[src/rtl/i2cs_pkg.sv]
package i2cs_pkg;

  localparam int BYTE_W = 8;

  // control register bit positions
  localparam int CB_ACK   = 2;
  localparam int CB_FLAG  = 3;
  localparam int CB_STOP  = 4;
  localparam int CB_START = 5;
  localparam int CB_EN    = 6;
  localparam int CB_IEN   = 7;

  localparam logic [7:0] ST_IDLE     = 8'hF8;
  localparam logic [7:0] ST_START    = 8'h08;
  localparam logic [7:0] ST_RSTART   = 8'h10;
  localparam logic [7:0] ST_WA_ACK   = 8'h18;
  localparam logic [7:0] ST_WA_NAK   = 8'h20;
  localparam logic [7:0] ST_WD_ACK   = 8'h28;
  localparam logic [7:0] ST_WD_NAK   = 8'h30;
  localparam logic [7:0] ST_ARB      = 8'h38;
  localparam logic [7:0] ST_RA_ACK   = 8'h40;
  localparam logic [7:0] ST_RA_NAK   = 8'h48;
  localparam logic [7:0] ST_RD_ACK   = 8'h50;
  localparam logic [7:0] ST_RD_NAK   = 8'h58;
  localparam logic [7:0] ST_W2_ACK   = 8'hD0;
  localparam logic [7:0] ST_W2_NAK   = 8'hD8;
  localparam logic [7:0] ST_R2_ACK   = 8'hE0;
  localparam logic [7:0] ST_R2_NAK   = 8'hE8;

  typedef enum logic [1:0] {OP_START, OP_STOP, OP_TX, OP_RX} phy_op_e;

  typedef enum logic [2:0] {
    EV_START, EV_ADDR, EV_ADDR2, EV_WDATA, EV_RDATA, EV_STOP
  } ev_kind_e;

  typedef enum logic [1:0] {CS_IDLE, CS_BUSY, CS_HOLD} ctl_state_e;

  function automatic logic is_ten_bit_head(input logic [7:0] b);
    return b[7:3] == 5'b11110;
  endfunction

  function automatic logic [7:0] event_code(input ev_kind_e k, input logic resent,
                                            input logic rd, input logic acked);
    case (k)
      EV_START: return resent ? ST_RSTART : ST_START;
      EV_ADDR:  return rd ? (acked ? ST_RA_ACK : ST_RA_NAK)
                          : (acked ? ST_WA_ACK : ST_WA_NAK);
      EV_ADDR2: return rd ? (acked ? ST_R2_ACK : ST_R2_NAK)
                          : (acked ? ST_W2_ACK : ST_W2_NAK);
      EV_WDATA: return acked ? ST_WD_ACK : ST_WD_NAK;
      EV_RDATA: return acked ? ST_RD_ACK : ST_RD_NAK;
      default:  return ST_IDLE;
    endcase
  endfunction

endpackage

[src/rtl/i2cs_bit_phy.sv]
module i2cs_bit_phy
  import i2cs_pkg::*;
#(
  parameter int BYTE_BITS = 8
) (
  input  logic                 clk,
  input  logic                 rst_n,
  input  logic                 abort,
  input  logic                 tick,
  input  logic                 go,
  input  phy_op_e              op,
  input  logic [BYTE_BITS-1:0] tx_byte,
  input  logic                 ack_drive,
  input  logic                 scl_in,
  input  logic                 sda_in,
  output logic                 done,
  output logic                 lost,
  output logic                 acked,
  output logic [BYTE_BITS-1:0] rx_byte,
  output logic                 scl_oe,
  output logic                 sda_oe
);

  localparam int BIT_W = $clog2(BYTE_BITS + 1);
  localparam logic [BIT_W-1:0] LAST_BIT = BIT_W'(BYTE_BITS);

  logic                 run;
  phy_op_e              op_q;
  logic [1:0]           ph;
  logic [BIT_W-1:0]     bitn;
  logic [BYTE_BITS-1:0] sh, rx;
  logic                 ackv, scl_q, sda_q, done_q, lost_q, acked_q;

  logic is_data, tx_op, stall;
  assign is_data = (bitn != LAST_BIT);
  assign tx_op   = (op_q == OP_TX);
  assign stall   = (ph == 2'd2) && !scl_in;

  always_ff @(posedge clk or negedge rst_n) begin
    if (!rst_n) begin
      run <= 1'b0; op_q <= OP_START; ph <= '0; bitn <= '0;
      sh <= '0; rx <= '0; ackv <= 1'b0;
      scl_q <= 1'b0; sda_q <= 1'b0;
      done_q <= 1'b0; lost_q <= 1'b0; acked_q <= 1'b0;
    end else if (abort) begin
      run <= 1'b0; scl_q <= 1'b0; sda_q <= 1'b0;
      done_q <= 1'b0; lost_q <= 1'b0;
    end else begin
      done_q <= 1'b0;
      if (!run) begin
        if (go) begin
          run <= 1'b1; op_q <= op; ph <= '0; bitn <= '0;
          sh <= tx_byte; ackv <= ack_drive; lost_q <= 1'b0;
        end
      end else if (tick && !stall) begin
        ph <= ph + 2'd1;
        case (op_q)
          OP_START: begin
            case (ph)
              2'd0: sda_q <= 1'b0;
              2'd1: scl_q <= 1'b0;
              2'd2: sda_q <= 1'b1;
              default: begin scl_q <= 1'b1; run <= 1'b0; done_q <= 1'b1; end
            endcase
          end
          OP_STOP: begin
            case (ph)
              2'd0: sda_q <= 1'b1;
              2'd1: scl_q <= 1'b0;
              2'd2: sda_q <= 1'b0;
              default: begin run <= 1'b0; done_q <= 1'b1; end
            endcase
          end
          default: begin
            case (ph)
              2'd0: sda_q <= is_data ? (tx_op & ~sh[BYTE_BITS-1]) : (~tx_op & ackv);
              2'd1: scl_q <= 1'b0;
              2'd2: begin
                if (is_data) begin
                  if (tx_op && sh[BYTE_BITS-1] && !sda_in) begin
                    scl_q <= 1'b0; sda_q <= 1'b0; run <= 1'b0;
                    done_q <= 1'b1; lost_q <= 1'b1;
                  end else begin
                    rx <= {rx[BYTE_BITS-2:0], sda_in};
                    sh <= {sh[BYTE_BITS-2:0], 1'b0};
                  end
                end else begin
                  acked_q <= !sda_in;
                end
              end
              default: begin
                scl_q <= 1'b1;
                if (is_data) bitn <= bitn + BIT_W'(1);
                else begin run <= 1'b0; done_q <= 1'b1; end
              end
            endcase
          end
        endcase
      end
    end
  end

  assign done    = done_q;
  assign lost    = lost_q;
  assign acked   = acked_q;
  assign rx_byte = rx;
  assign scl_oe  = scl_q;
  assign sda_oe  = sda_q;

endmodule

[src/rtl/i2cs_event_ctl.sv]
module i2cs_event_ctl
  import i2cs_pkg::*;
(
  input  logic              clk,
  input  logic              rst_n,
  input  logic              soft_rst,
  input  logic              wr_en,
  input  logic              wr_sel,
  input  logic [BYTE_W-1:0] wr_data,
  output logic [7:0]        ctrl_o,
  output logic [BYTE_W-1:0] data_o,
  output logic [7:0]        status_o,
  output logic              hold_o,
  output logic              phy_go,
  output phy_op_e           phy_op,
  output logic [BYTE_W-1:0] phy_tx,
  output logic              phy_ack,
  output logic              phy_abort,
  input  logic              phy_done,
  input  logic              phy_lost,
  input  logic              phy_acked,
  input  logic [BYTE_W-1:0] phy_rx
);

  ctl_state_e        state;
  ev_kind_e          kind, nxt;
  phy_op_e           op_q;
  logic              en, ien, sta, sto, ackb, flag;
  logic              resent, rd_mode, go_q, ack_q;
  logic [BYTE_W-1:0] data_q, tx_q;
  logic [7:0]        status_q;
  logic              rd_eff;

  assign rd_eff = (kind == EV_ADDR) ? tx_q[0] : rd_mode;

  always_ff @(posedge clk or negedge rst_n) begin
    if (!rst_n) begin
      state <= CS_IDLE; kind <= EV_START; nxt <= EV_ADDR; op_q <= OP_START;
      en <= 1'b0; ien <= 1'b0; sta <= 1'b0; sto <= 1'b0; ackb <= 1'b0; flag <= 1'b0;
      resent <= 1'b0; rd_mode <= 1'b0; go_q <= 1'b0; ack_q <= 1'b0;
      data_q <= '0; tx_q <= '0; status_q <= ST_IDLE;
    end else if (soft_rst) begin
      state <= CS_IDLE; kind <= EV_START; nxt <= EV_ADDR; op_q <= OP_START;
      en <= 1'b0; ien <= 1'b0; sta <= 1'b0; sto <= 1'b0; ackb <= 1'b0; flag <= 1'b0;
      resent <= 1'b0; rd_mode <= 1'b0; go_q <= 1'b0; ack_q <= 1'b0;
      data_q <= '0; tx_q <= '0; status_q <= ST_IDLE;
    end else begin
      go_q <= 1'b0;
      case (state)
        CS_IDLE: begin
          if (en && sta && !flag) begin
            go_q <= 1'b1; op_q <= OP_START; kind <= EV_START;
            resent <= 1'b0; sta <= 1'b0; status_q <= ST_IDLE; state <= CS_BUSY;
          end else if (sto) begin
            sto <= 1'b0;
          end
        end
        CS_HOLD: begin
          if (!flag) begin
            go_q <= 1'b1; status_q <= ST_IDLE; state <= CS_BUSY;
            tx_q <= data_q; ack_q <= ackb;
            if (sta) begin
              op_q <= OP_START; kind <= EV_START; resent <= 1'b1; sta <= 1'b0;
            end else if (sto) begin
              op_q <= OP_STOP; kind <= EV_STOP; sto <= 1'b0;
            end else begin
              kind <= nxt;
              op_q <= (nxt == EV_RDATA) ? OP_RX : OP_TX;
            end
          end
        end
        default: begin
          if (phy_done) begin
            if (phy_lost) begin
              status_q <= ST_ARB; flag <= 1'b1; state <= CS_IDLE;
            end else if (kind == EV_STOP) begin
              status_q <= ST_IDLE; state <= CS_IDLE;
            end else begin
              status_q <= event_code(kind, resent, rd_eff, phy_acked);
              flag <= 1'b1; state <= CS_HOLD;
              case (kind)
                EV_START: nxt <= EV_ADDR;
                EV_ADDR: begin
                  rd_mode <= tx_q[0];
                  if (is_ten_bit_head(tx_q) && phy_acked) nxt <= EV_ADDR2;
                  else nxt <= tx_q[0] ? EV_RDATA : EV_WDATA;
                end
                EV_ADDR2: nxt <= rd_mode ? EV_RDATA : EV_WDATA;
                EV_RDATA: data_q <= phy_rx;
                default: ;
              endcase
            end
          end
        end
      endcase
      if (!en && state != CS_IDLE) begin
        state <= CS_IDLE; flag <= 1'b0; status_q <= ST_IDLE;
      end
      if (wr_en) begin
        if (!wr_sel) begin
          ien  <= wr_data[CB_IEN];
          en   <= wr_data[CB_EN];
          sta  <= wr_data[CB_START];
          sto  <= wr_data[CB_STOP];
          ackb <= wr_data[CB_ACK];
          if (!wr_data[CB_FLAG]) flag <= 1'b0;
        end else begin
          data_q <= wr_data;
        end
      end
    end
  end

  assign ctrl_o    = {ien, en, sta, sto, flag, ackb, 2'b00};
  assign data_o    = data_q;
  assign status_o  = status_q;
  assign hold_o    = (state == CS_HOLD);
  assign phy_go    = go_q;
  assign phy_op    = op_q;
  assign phy_tx    = tx_q;
  assign phy_ack   = ack_q;
  assign phy_abort = soft_rst | !en;

endmodule

[src/rtl/i2cs_master.sv]
module i2cs_master
  import i2cs_pkg::*;
(
  input  logic       clk,
  input  logic       rst_n,
  input  logic       soft_rst,
  input  logic       tick,
  input  logic       wr_en,
  input  logic       wr_sel,
  input  logic [7:0] wr_data,
  output logic [7:0] ctrl_o,
  output logic [7:0] data_o,
  output logic [7:0] status_o,
  output logic       irq,
  input  logic       scl_in,
  input  logic       sda_in,
  output logic       scl_oe,
  output logic       sda_oe
);

  logic       hold_w, evt_go, evt_done, evt_lost, evt_acked, ack_w, abort_w;
  phy_op_e    op_w;
  logic [7:0] tx_w, rx_w;
  logic       flag_w, ien_w;

  i2cs_event_ctl u_ctl (
    .clk(clk), .rst_n(rst_n), .soft_rst(soft_rst),
    .wr_en(wr_en), .wr_sel(wr_sel), .wr_data(wr_data),
    .ctrl_o(ctrl_o), .data_o(data_o), .status_o(status_o), .hold_o(hold_w),
    .phy_go(evt_go), .phy_op(op_w), .phy_tx(tx_w), .phy_ack(ack_w),
    .phy_abort(abort_w), .phy_done(evt_done), .phy_lost(evt_lost),
    .phy_acked(evt_acked), .phy_rx(rx_w)
  );

  i2cs_bit_phy #(.BYTE_BITS(BYTE_W)) u_phy (
    .clk(clk), .rst_n(rst_n), .abort(abort_w), .tick(tick),
    .go(evt_go), .op(op_w), .tx_byte(tx_w), .ack_drive(ack_w),
    .scl_in(scl_in), .sda_in(sda_in),
    .done(evt_done), .lost(evt_lost), .acked(evt_acked), .rx_byte(rx_w),
    .scl_oe(scl_oe), .sda_oe(sda_oe)
  );

  assign flag_w = ctrl_o[CB_FLAG];
  assign ien_w  = ctrl_o[CB_IEN];
  assign irq    = flag_w & ien_w;

endmodule

[config.mk]
export PLATFORM = sky130hd
export DESIGN_NAME = i2cs_master
export DESIGN_NICKNAME = d
export VERILOG_FILES = /design/src/rtl/i2cs_pkg.sv /design/src/rtl/i2cs_bit_phy.sv /design/src/rtl/i2cs_event_ctl.sv /design/src/rtl/i2cs_master.sv
export SDC_FILE = /design/constraint.sdc
export NUM_CORES = 1
export LEC_CHECK = 0
export CAP_MARGIN = 20
export CORE_ASPECT_RATIO = 0.9
export CORE_MARGIN = 10
export CORE_UTILIZATION = 35
export CTS_BUF_LIST = sky130_fd_sc_hd__clkbuf_16
export DETAILED_ROUTE_END_ITERATION = 10
export PLACE_DENSITY_LB_ADDON = 0.08
export SYNTH_ARGS = -nofsm -noshare
export SYNTH_HDL_FRONTEND = slang
export SYNTH_SLANG_ARGS = --single-unit
[constraint.sdc]
create_clock -name clk -period 2 [get_ports clk]
set_input_delay 0.6 -clock clk [delete_from_list [all_inputs] [get_ports clk]]
set_output_delay 0.6 -clock clk [all_outputs]
set_load 0.1 [all_outputs]
* Yosys cells after proc, flatten, opt, wreduce, memory -nomap -nowiden
Cells that the tools add are included.
** Cells by class
- Equal/unequal tests :: 39
- Reductions and logical operators :: 50
- Bitwise logic cells :: 11
- Mux-type cells :: 168
- $add $sub $neg :: 2
** Operator list (count)
- 8-bit two-way mux :: 27
- 1-bit two-way mux :: 81
- 4-bit two-way mux :: 10
- 8-bit case mux with 5 select lines :: 1
- 3-bit two-way mux :: 13
- 2-bit two-way mux :: 15
- 1-bit case mux with 2 select lines :: 12
- 3-bit inequality test, second input constant :: 7
- 7-bit AND reduction :: 3
- 2-bit inequality test, second input constant :: 10
- 6-bit AND reduction :: 3
- 8-bit case mux with 2 select lines :: 1
- 2-bit nonzero test :: 7
- 4-bit inequality test, second input constant :: 3
- 3-bit AND reduction :: 4
- 5-bit two-way mux :: 2
- 5-bit AND reduction :: 2
- 3-bit equality test, second input constant :: 3
- 3-bit by 2-bit inequality test with 1-bit output, second input constant :: 3
- 3-bit case mux with 3 select lines :: 1
- 3-bit nonzero test :: 3
- 1-bit logical AND :: 8
- 2-bit case mux with 2 select lines :: 2
- 4-bit AND reduction :: 2
- 25 further kinds :: 47
** Word-level totals
- Bits of input ports :: 16
- Logic and storage cells :: 299
- Register bits after elaboration :: 75

* Depth between registers and ports, before layout
Gate-level depths: netlist (run 1).
- Word-level depth :: 10
- Mapped depth :: 8

* Modules after synthesis
From an unflattened synthesis (run 1), not the netlist that was laid out.
** Second synthesis, totals
- Cells, all modules :: 392
- Area total of the unflattened synthesis :: 3910.0 um^2
** By module, submodules not included
- i2cs_event_ctl :: sequential area each 1033.5 um^2, instances 1, cells each 233, area an instance 2208.4 um^2
- i2cs_bit_phy :: sequential area each 775.7 um^2, instances 1, cells each 158, area an instance 1695.4 um^2
- i2cs_master :: sequential area each 0.0 um^2, instances 1, cells each 1, area an instance 6.3 um^2

* Least setup slack after synthesis (run 1)
Ideal clock, no wire load.
- Path kind :: reg2reg
- From :: register u_phy.ph[0]
- To :: register u_phy.rx[0], in the netlist u_phy.rx_byte[0]
- Library setup time :: 0.125 ns
- Clock period less this slack :: 2.063 ns
- Data arrival time :: 1.938 ns
- Data required time :: 1.875 ns
- Stages on the path, launching flop included :: 9
- Slack :: -0.063 ns
- Cell sequence :: dfrtp_1 > inv_1 > ha_1 > buf_6 > nand2b_4 > buf_6 > nand4_4 > nor4b_4 > mux2_2
** On the way
- Longest elaborated chain between the ends :: 5
** Ends and longest elaborated chain
- start: declaration :: RTL line i2cs_bit_phy.sv:29 : logic [1:0] ph;
- start signal: assignment :: RTL line i2cs_bit_phy.sv:56 : ph <= ph + 2'd1;
- 2-bit equality test (*) :: RTL line i2cs_bit_phy.sv:37, i2cs_bit_phy.sv:75
- 1-bit logical AND :: RTL line i2cs_bit_phy.sv:37 : assign stall = (ph == 2'd2) && !scl_in;
- 1-bit zero test :: RTL line i2cs_bit_phy.sv:55 : end else if (tick && !stall) begin
- 1-bit logical AND :: RTL line i2cs_bit_phy.sv:55
- 7-bit AND reduction (no line) (*)
- end signal: assignment :: RTL line i2cs_bit_phy.sv:84 : rx <= {rx[BYTE_BITS-2:0], sda_in};
- end: declaration :: RTL line i2cs_bit_phy.sv:31 : logic [BYTE_BITS-1:0] sh, rx;
Every way passes the cells marked *; elsewhere a longest branch is shown, timed or not.
A chain may end at the register's enable or synchronous reset.

* Worst setup path in the final report (run 1)
- From :: input scl_in
- To :: register u_phy.rx[4], in the netlist u_phy.rx_byte[4]
** On the way
- Longest elaborated chain between the ends :: 5
** Ends and longest elaborated chain
- start: declaration :: RTL line i2cs_master.sv:15 : input logic scl_in,
- 1-bit zero test :: RTL line i2cs_bit_phy.sv:37
- 1-bit logical AND :: RTL line i2cs_bit_phy.sv:37
- 1-bit zero test :: RTL line i2cs_bit_phy.sv:55
- 1-bit logical AND :: RTL line i2cs_bit_phy.sv:55
- 7-bit AND reduction (no line)
Every way passes these cells.

==> results of run 1 <==
cell usage in the layout, fill, tap and decap left out, types with 3 or more instances in the layout:
cell	count
sky130_fd_sc_hd__a211oi_1	12
sky130_fd_sc_hd__nand2_1	39
sky130_fd_sc_hd__a311oi_1	3
sky130_fd_sc_hd__inv_1	13
sky130_fd_sc_hd__o21ai_0	21
sky130_fd_sc_hd__conb_1	5
sky130_fd_sc_hd__o211ai_1	6
sky130_fd_sc_hd__nand4b_1	3
sky130_fd_sc_hd__clkdlybuf4s50_1	11
sky130_fd_sc_hd__buf_12	24
sky130_fd_sc_hd__nor2_1	32
sky130_fd_sc_hd__dfstp_2	6
sky130_fd_sc_hd__nor3_1	4
sky130_fd_sc_hd__ha_1	5
sky130_fd_sc_hd__clkinv_2	3
sky130_fd_sc_hd__mux2_2	29
sky130_fd_sc_hd__nor2b_1	7
sky130_fd_sc_hd__nand3b_1	3
sky130_fd_sc_hd__dfrtp_1	66
sky130_fd_sc_hd__mux2i_1	22
sky130_fd_sc_hd__a21oi_1	18
sky130_fd_sc_hd__buf_4	38
sky130_fd_sc_hd__nand3_1	10
sky130_fd_sc_hd__clkbuf_16	9
sky130_fd_sc_hd__and2_1	3
state kept, by name, summed over array words and instances (netlist names), 2 cells and up:
name,flops
u_ctl.data_o,8
u_phy.rx_byte,8
u_phy.ph,2
u_ctl.phy_tx,8
u_ctl.phy_op,2
u_phy.op_q,2
u_ctl.status_o,5
u_phy.bitn,4
u_ctl.nxt,3
u_ctl.state,2
u_phy.sh,8
u_ctl.kind,3
power by group through the flow:
stage	sequential (mW)	clock, mW	combinational (mW)
final	1.52	1.43	0.443
after global routing	1.53	1.53	0.474
after CTS	1.53	1.47	0.449
after detailed placement	1.55	0	0.448
after global placement	1.55	0	0.448
after floorplan	1.61	0	0.201
routing by layer:
| layer | vias up | GRT usage [%] | wire [µm] |
|---|---|---|---|
| li1 | 1498 | - | - |
| met1 | 1491 | 17.4 | 4780 |
| met2 | 50 | 20.6 | 4780 |
| met3 | 13 | 3.35 | 454 |
| met4 | 0 | 4.03 | 119 |
| met5 | - | 0 | 0 |
Yosys cell counts, types with 3 or more instances:
cell                       count
sky130_fd_sc_hd__buf_6         3
sky130_fd_sc_hd__nand2_1      39
sky130_fd_sc_hd__clkbuf_1     13
sky130_fd_sc_hd__nor2b_1       7
sky130_fd_sc_hd__inv_1        12
sky130_fd_sc_hd__a21oi_1      19
sky130_fd_sc_hd__nor2_1       32
sky130_fd_sc_hd__ha_1          6
sky130_fd_sc_hd__o21ai_0      21
sky130_fd_sc_hd__buf_2         3
sky130_fd_sc_hd__nand3b_1      3
sky130_fd_sc_hd__nor3_1        4
sky130_fd_sc_hd__mux2i_1      22
sky130_fd_sc_hd__nand3_1      10
sky130_fd_sc_hd__buf_4        12
sky130_fd_sc_hd__nand4b_1      3
sky130_fd_sc_hd__a311oi_1      3
sky130_fd_sc_hd__dfrtp_1      66
sky130_fd_sc_hd__and2_1        3
sky130_fd_sc_hd__dfstp_2       6
sky130_fd_sc_hd__mux2_2       29
sky130_fd_sc_hd__a211oi_1     12
sky130_fd_sc_hd__o211ai_1      6
per-stage QoR:
stage               worst slack (ps)  hold WS (ps)  TNS (ps)  cell area [µm²]  util, %
global placement                -392           468     -9580             4850     44.5
floorplan                     -0.715           304     -4.73             3950        -
CTS                             13.4           169         0             5130     47.1
finish                          96.7           167         0             5150     47.2
global route                    4.40           183         0             5150     47.2
detailed placement              -421           482    -10500             4850     44.5
worst paths after layout:
check / start / end / cells after the start
worst max-delay path: scl_in / u_phy.rx_byte[4] / 6
worst min-delay path: rst_n / u_phy.sda_oe / 1
worst max register to register: u_phy.ph[0] / u_phy.run / 5
worst min register to register: u_ctl.phy_op[1] / u_phy.op_q[1] / 2
max in group asynchronous: rst_n / u_phy.sh[1] / 2
min in group clk: u_ctl.phy_op[1] / u_phy.op_q[1] / 2
what timing repair did:
| item | 4_1_cts | 5_1_grt |
|---|---|---|
| setup endpoints to repair | 15 | 17 |
| setup buffers | 1 | 1 |
| pin swaps | 1 | 3 |
| gates resized for setup | 3 | 4 |
final cells by class:
type / instances / area [µm²] / area share, %
clock buffer: 9 / 225 / 4.37
clock inverter: 7 / 40.0 / 0.778
inverter: 12 / 45.0 / 0.875
multi-input combinational: 273 / 1910 / 37.1
sequential: 72 / 1810 / 35.1
tap: 152 / 190 / 3.69
timing repair buffer: 78 / 928 / 18.0
worst max-delay path, cell delays in order:
cell                              delay [ps]
sky130_fd_sc_hd__clkdlybuf4s50_1         450
sky130_fd_sc_hd__nand2b_4                140
sky130_fd_sc_hd__nand4_4                 120
sky130_fd_sc_hd__nor4b_4                 270
sky130_fd_sc_hd__buf_6                   180
sky130_fd_sc_hd__mux2_2                  340
cell families after synthesis:
kind of cell | after synthesis
multiplexers | 51
AO/OA/AOI/OAI | 89
flip-flops | 72
adder cells (fa/ha/maj) | 6
other | 1
AND/OR/NAND/NOR | 122
buffers and inverters | 44
==> report_table.html, run 1 <==
<table>
<tr><th>Metric</th><th>Value</th></tr>
<tr><th colspan="2">Power and ir drop</th></tr>
<tr><td>Internal Power</td><td>2.47 mW</td></tr>
<tr><td>Static Leak</td><td>2.31 nW</td></tr>
<tr><td>Combinational share of power</td><td>13.0%</td></tr>
<tr><td>Switching Power</td><td>0.932 mW</td></tr>
<tr><td>Overall power consumption</td><td>3.40 mW</td></tr>
<tr><td>Part of the total power dissipated in the clock network</td><td>42.1%</td></tr>
<tr><td>Proportion of power drawn by flip-flops and latches</td><td>44.9%</td></tr>
<tr><td>Pwr dens</td><td>660 nW/µm²</td></tr>
<tr><td>Peak supply drop</td><td>0.297 mV</td></tr>
<tr><td>Switching fraction of total power</td><td>27.4%</td></tr>
<tr><th colspan="2">GRT</th></tr>
<tr><td>Total overflow reported by the global router</td><td>0</td></tr>
<tr><td>Aggregate global-route resource usage</td><td>13.1%</td></tr>
<tr><td>Antenna violations before repair</td><td>0</td></tr>
<tr><td>Global-route wire length before repair</td><td>17,000 µm</td></tr>
<tr><td>Largest net degree at the start of global routing</td><td>37</td></tr>
<tr><td>Number of global-route vias before repair</td><td>3,126</td></tr>
<tr><th colspan="2">STA</th></tr>
<tr><td>Number of endpoints with negative hold slack in the final report</td><td>0</td></tr>
<tr><td>RSZ-0062 raised after global routing</td><td>false</td></tr>
<tr><td>Tcrit/Tclk final</td><td>95.2%</td></tr>
<tr><td>Period minus WS final</td><td>1900 ps</td></tr>
<tr><td>Slew Limit Fails</td><td>0</td></tr>
<tr><td>Final-report setup violation count</td><td>0</td></tr>
<tr><td>Worst clock skew</td><td>4.93 ps</td></tr>
<tr><td>Max Fclk</td><td>525 MHz</td></tr>
<tr><th colspan="2">Clock tree</th></tr>
<tr><td>Number of clock sinks</td><td>72</td></tr>
<tr><td>Clock root buffer master</td><td>sky130_fd_sc_hd__clkbuf_16</td></tr>
<tr><td>Clock tree from TritonCTS</td><td>done</td></tr>
<tr><td>H-tree depth</td><td>3</td></tr>
<tr><td>Maximum root-to-sink buffer count</td><td>2</td></tr>
<tr><td>Hold-fix buffer count after cts</td><td>0</td></tr>
<tr><td>Number of buffers inserted during clock tree synthesis</td><td>9</td></tr>
<tr><td>Reg clk slew, reported paths</td><td>60 ps</td></tr>
<tr><td>Clock insertion delay at the later pin of the skew report</td><td>330 ps</td></tr>
<tr><th colspan="2">Logic synthesis</th></tr>
<tr><td>Synthesized-area fraction occupied by ao, oa, aoi and oai cells</td><td>15.0%</td></tr>
<tr><td>Adder-Cell Fraction of Synth Area</td><td>1.91%</td></tr>
<tr><td>Multiplexer fraction of the synthesized cell area</td><td>13.9%</td></tr>
<tr><td>Simple-gate area share of the yosys netlist</td><td>17.1%</td></tr>
<tr><td>Largest family of logic cells by synthesized area</td><td>simple AND/OR/NAND/NOR gates</td></tr>
<tr><td>Share of flip-flops with an asynchronous set or reset after synthesis</td><td>100%</td></tr>
<tr><td>Seq/Total Area, Yosys</td><td>46.0%</td></tr>
<tr><td>Area leader, netlist</td><td>sky130_fd_sc_hd__dfrtp_1</td></tr>
<tr><td>Synth Warn #</td><td>0</td></tr>
<tr><td>Synth top area cells</td><td>sky130_fd_sc_hd__dfrtp_1 (42%), sky130_fd_sc_hd__mux2_2 (8.3%), sky130_fd_sc_hd__mux2i_1 (5.6%)</td></tr>
<tr><td>Combined area of all synthesized cells</td><td>3940 µm²</td></tr>
<tr><td>Number of distinct library cells after synthesis</td><td>61</td></tr>
<tr><td>Flops &amp; latches, synth</td><td>72</td></tr>
<tr><td>Cells after synthesis</td><td>385</td></tr>
<tr><td>Number of synthesized flops with an enable pin</td><td>0</td></tr>
<tr><td>Main synth FF type</td><td>sky130_fd_sc_hd__dfrtp_1</td></tr>
<tr><td>Portion of synthesized cell area occupied by the leading cell type</td><td>42.0%</td></tr>
<tr><td>Average size of a mapped cell</td><td>10.2 µm²</td></tr>
<tr><td>Synth Area in XOR/XNOR</td><td>0%</td></tr>
<tr><th colspan="2">Drt</th></tr>
<tr><td>DRT antenna net count</td><td>0</td></tr>
<tr><td>Average wire per cell in the routed design</td><td>16.8 µm</td></tr>
<tr><td>Count of unresolved DRC violations after routing</td><td>0</td></tr>
<tr><td>Drt first-iter violations</td><td>227</td></tr>
<tr><td>Initial DRT Pass Iterations</td><td>4</td></tr>
<tr><td>Total number of vias</td><td>3,052</td></tr>
<tr><td>Via/cell ratio</td><td>5.06</td></tr>
<tr><td>Final wirelength</td><td>10,100 µm</td></tr>
<tr><th colspan="2">Floorplanning</th></tr>
<tr><td>Die height</td><td>121 µm</td></tr>
<tr><td>Placement Rows</td><td>36</td></tr>
<tr><td>Total I/O pin count</td><td>43</td></tr>
<tr><td>Die span in x</td><td>132 µm</td></tr>
<tr><td>Die Area</td><td>15,900 µm²</td></tr>
<tr><td>Starting Density</td><td>36.1%</td></tr>
<tr><td>Core Region</td><td>10,900 µm²</td></tr>
<tr><th colspan="2">Cells and area</th></tr>
<tr><td>Final instance count without filler cells</td><td>603</td></tr>
<tr><td>Ratio of cells with drive above 1 in the final layout</td><td>27.7%</td></tr>
<tr><td>Count of fill cells added during filler insertion</td><td>1,092</td></tr>
<tr><td>Synthesis-to-finish area growth</td><td>30.8%</td></tr>
<tr><td>Number of nets in the final layout</td><td>468</td></tr>
<tr><td>Total inserted antenna cells</td><td>0</td></tr>
<tr><th colspan="2">Job</th></tr>
<tr><td>Max Cap Violations</td><td>0</td></tr>
<tr><th colspan="2">Worst setup path</th></tr>
<tr><td>Worst endpoint data arrival time</td><td>2120 ps</td></tr>
<tr><td>Peak fanout along the critical path</td><td>8</td></tr>
<tr><td>Setup slack of the most critical reg-to-reg path</td><td>120 ps</td></tr>
<tr><td>Element type at the critical path start</td><td>primary input</td></tr>
<tr><td>Category of the worst setup path capture point</td><td>flip-flop</td></tr>
<tr><td>Kind of critical path</td><td>primary input to flip-flop</td></tr>
<tr><td>Required time of the critical path</td><td>2220 ps</td></tr>
<tr><th colspan="2">Status</th></tr>
<tr><td>Run status</td><td>completed</td></tr>
<tr><th colspan="2">Place</th></tr>
<tr><td>Routability Congestion</td><td>0.827</td></tr>
<tr><td># port buffers</td><td>37</td></tr>
<tr><td>Cells after DPL</td><td>585</td></tr>
<tr><td>Half-perimeter wire length of the detailed placement result</td><td>7730 µm</td></tr>
<tr><th colspan="2">Min path</th></tr>
<tr><td>Kind of path behind the tightest hold check</td><td>primary input to asynchronous set/reset pin</td></tr>
</table>
(Power assumes the default switching activity.)
==> inputs of run 2 (changes only) <==
CORE_UTILIZATION = 32   (was 35)
MAX_ROUTING_LAYER = met4   (was default)
clock period = 2.2 ns   (was 2 ns; I/O delays follow)
==> report_table.html, run 2 (synthesis results as in run 1) <==
<table>
<tr><th>Metric</th><th>Value</th></tr>
<tr><th colspan="2">Clock tree</th></tr>
<tr><td>Reg clk slew, reported paths</td><td>60 ps (about the same)</td></tr>
<tr><td>Post-cts repair resize count</td><td>0 (-3)</td></tr>
<tr><td>Number of clock sinks</td><td>72 (unchanged)</td></tr>
<tr><td>Clock insertion delay at the later pin of the skew report</td><td>340 ps (about the same)</td></tr>
<tr><td>Clock root buffer master</td><td>sky130_fd_sc_hd__clkbuf_16</td></tr>
<tr><td>Maximum root-to-sink buffer count</td><td>2 (unchanged)</td></tr>
<tr><td>Clock tree from TritonCTS</td><td>done</td></tr>
<tr><td>Number of buffers inserted during clock tree synthesis</td><td>9 (unchanged)</td></tr>
<tr><td>Hold-fix buffer count after cts</td><td>0 (unchanged)</td></tr>
<tr><td>Buffers inserted by post-CTS timing repair</td><td>0 (-1)</td></tr>
<tr><td>H-tree depth</td><td>3 (unchanged)</td></tr>
<tr><th colspan="2">Min path</th></tr>
<tr><td>Kind of path behind the tightest hold check</td><td>primary input to asynchronous set/reset pin</td></tr>
<tr><th colspan="2">Cells and area</th></tr>
<tr><td>Most frequent standard cell in the layout excluding fill and tap cells</td><td>sky130_fd_sc_hd__dfrtp_1</td></tr>
<tr><td>Layout Cell Area excl Fill</td><td>5090 µm² (-1.1%)</td></tr>
<tr><td>Utilization after layout</td><td>42.3% (-4.9 points)</td></tr>
<tr><td>Ratio of cells with drive above 1 in the final layout</td><td>26.3% (-1.4 points)</td></tr>
<tr><td>Total inserted antenna cells</td><td>0 (unchanged)</td></tr>
<tr><td>Synthesis-to-finish area growth</td><td>29.4%</td></tr>
<tr><td>Number of nets in the final layout</td><td>460 (-1.7%)</td></tr>
<tr><td>Most used cells in the layout excluding fill and tap cells</td><td>sky130_fd_sc_hd__dfrtp_1 (66), sky130_fd_sc_hd__nand2_1 (38), sky130_fd_sc_hd__buf_4 (33), sky130_fd_sc_hd__nor2_1 (32), sky130_fd_sc_hd__mux2_2 (29)</td></tr>
<tr><th colspan="2">GRT</th></tr>
<tr><td>Largest net degree at the start of global routing</td><td>37 (unchanged)</td></tr>
<tr><td>Number of global-route vias before repair</td><td>3,007 (-3.8%)</td></tr>
<tr><td>Total overflow reported by the global router</td><td>0 (unchanged)</td></tr>
<tr><td>Antenna violations before repair</td><td>0 (unchanged)</td></tr>
<tr><td>Aggregate global-route resource usage</td><td>12.9% (-0.20 points)</td></tr>
<tr><td>Global-route wire length before repair</td><td>17,000 µm (+0.41%)</td></tr>
<tr><th colspan="2">STA</th></tr>
<tr><td>Number of endpoints with negative hold slack in the final report</td><td>0 (unchanged)</td></tr>
<tr><td>Relative max-transition margin</td><td>63.5%</td></tr>
<tr><td>Slack of the critical path</td><td>79.7 ps (-17.0 ps)</td></tr>
<tr><td>Max Fclk</td><td>472 MHz</td></tr>
<tr><td>Slew Limit Fails</td><td>0 (unchanged)</td></tr>
<tr><td>Worst clock skew</td><td>6.13 ps (+1.20 ps)</td></tr>
<tr><td>RSZ-0062 raised after global routing</td><td>false</td></tr>
<tr><td>Final-report setup violation count</td><td>0 (unchanged)</td></tr>
<tr><td>Tcrit/Tclk final</td><td>96.4%</td></tr>
<tr><td>Smallest hold slack</td><td>305 ps (+138 ps)</td></tr>
<tr><td>Period minus WS final</td><td>2120 ps</td></tr>
<tr><td>Transition time at the pin with the least slew margin</td><td>548 ps</td></tr>
<tr><th colspan="2">Floorplanning</th></tr>
<tr><td>Total I/O pin count</td><td>43 (unchanged)</td></tr>
<tr><td>Placement Rows</td><td>38 (+5.6%)</td></tr>
<tr><td>Die height</td><td>125 µm (+3.8%)</td></tr>
<tr><td>Core Region</td><td>12,000 µm² (+10%)</td></tr>
<tr><td>Die Area</td><td>17,100 µm² (+7.9%)</td></tr>
<tr><td>Starting Density</td><td>32.7% (-3.4 points)</td></tr>
<tr><td>Die span in x</td><td>137 µm (+3.9%)</td></tr>
<tr><th colspan="2">Drt</th></tr>
<tr><td>Uppermost routed layer</td><td>met4</td></tr>
<tr><td>Via/cell ratio</td><td>5.02 (-0.82%)</td></tr>
<tr><td>Met2 WL</td><td>4730 µm (-0.96%)</td></tr>
<tr><td>Final wirelength</td><td>10,400 µm (+2.2%)</td></tr>
<tr><td>Average wire per cell in the routed design</td><td>17.2 µm (+2.5%)</td></tr>
<tr><td>Total number of vias</td><td>3,017 (-1.1%)</td></tr>
<tr><td>Initial DRT Pass Iterations</td><td>4 (unchanged)</td></tr>
<tr><td>Drt first-iter violations</td><td>141 (-38%)</td></tr>
<tr><td>Count of unresolved DRC violations after routing</td><td>0 (unchanged)</td></tr>
<tr><td>DRT antenna net count</td><td>0 (unchanged)</td></tr>
<tr><td>Met3 WL post-DR</td><td>370 µm (-19%)</td></tr>
<tr><td>Met1 Wirelength</td><td>5180 µm (+8.3%)</td></tr>
<tr><th colspan="2">Job</th></tr>
<tr><td>Max Cap Violations</td><td>0 (unchanged)</td></tr>
<tr><th colspan="2">Power and ir drop</th></tr>
<tr><td>Pwr dens</td><td>624 nW/µm² (-5.5%)</td></tr>
<tr><td>Switching fraction of total power</td><td>26.2% (-1.2 points)</td></tr>
<tr><td>Proportion of power drawn by flip-flops and latches</td><td>43.7% (-1.2 points)</td></tr>
<tr><td>Internal Power</td><td>2.34 mW (-5.0%)</td></tr>
<tr><td>Static Leak</td><td>2.25 nW (-2.4%)</td></tr>
<tr><td>Switching Power</td><td>0.833 mW (-11%)</td></tr>
<tr><td>Peak supply drop</td><td>0.417 mV (+40%)</td></tr>
<tr><td>Combinational share of power</td><td>12.6% (-0.4 points)</td></tr>
<tr><td>Part of the total power dissipated in the clock network</td><td>43.7% (+1.6 points)</td></tr>
<tr><th colspan="2">Worst setup path</th></tr>
<tr><td>Category of the worst setup path capture point</td><td>flip-flop</td></tr>
<tr><td>Required time of the critical path</td><td>2420 ps (+200 ps)</td></tr>
<tr><td>Kind of critical path</td><td>primary input to flip-flop</td></tr>
<tr><td>Peak fanout along the critical path</td><td>8 (unchanged)</td></tr>
<tr><td>Depth of the worst register-to-register path</td><td>7 (+2)</td></tr>
<tr><td>Origin of the critical flop-to-flop path</td><td>u_phy.ph[0]</td></tr>
<tr><td>Element type at the critical path start</td><td>primary input</td></tr>
<tr><td>Worst endpoint data arrival time</td><td>2340 ps (+220 ps)</td></tr>
<tr><td>Launch point of the worst path</td><td>soft_rst</td></tr>
<tr><th colspan="2">Status</th></tr>
<tr><td>Run status</td><td>completed</td></tr>
<tr><th colspan="2">Place</th></tr>
<tr><td># port buffers</td><td>37 (unchanged)</td></tr>
<tr><td>Routability Congestion</td><td>0.815 (-1.4%)</td></tr>
<tr><td>Total placed instance area</td><td>4810 µm² (-0.98%)</td></tr>
<tr><td>Half-perimeter wire length of the detailed placement result</td><td>7760 µm (+0.37%)</td></tr>
<tr><td>Worst slack, placed</td><td>-244 ps (+177 ps)</td></tr>
</table>
[run 2: routing by layer]
| layer | vias to the layer above | GRT usage [%] |
|---|---|---|
| met2 | 37 | 18.3 |
| li1 | 1479 | - |
| met4 | 0 | 2.04 |
| met5 | - | - |
| met3 | 6 | 4.36 |
| met1 | 1495 | 17.8 |
[run 2: final cells by class]
class,count,area (µm²)
tap,160,200
sequential,72,1810
inverter,12,45.0
clock inverter,5,51.3
fill,1176,6940
clock buffer,9,225
timing repair buffer,70,848
multi-input combinational,273,1910
[run 2: critical path, cell delays in order]
cell and delay (ps):
sky130_fd_sc_hd__clkdlybuf4s50_1 510, sky130_fd_sc_hd__nor2b_4 190, sky130_fd_sc_hd__nand4_4 140, sky130_fd_sc_hd__nor4b_4 290
sky130_fd_sc_hd__buf_4 210, sky130_fd_sc_hd__mux2_2 340
[run 2: metrics by stage]
step           cells  setup TNS, ps  power [mW]
3_3_place_gp     587          -5960        1.81
2_1_floorplan    389              0        1.65
6_report         601              0        3.18
3_5_place_dp     587          -6350        1.81
5_1_grt          601              0        3.32
4_1_cts          601              0        3.23
[run 2: final timing paths]
check / to / slack [ps]
min: u_phy.ackv / 310
min reg2reg: u_phy.ackv / 490
max reg2reg: u_phy.rx_byte[6] / 140
max in group asynchronous: u_ctl.status_o[4] / 1260
max: u_phy.rx_byte[6] / 80
min in group clk: u_phy.ackv / 490
[run 2: power by group through the flow]
stage / Clock (mW) / Combinational (mW) / Sequential [mW]
final: 1.39 / 0.400 / 1.39
after global routing: 1.50 / 0.427 / 1.39
after CTS: 1.44 / 0.403 / 1.39
after detailed placement: 0 / 0.403 / 1.41
after global placement: 0 / 0.401 / 1.41
after floorplan: 0 / 0.183 / 1.46
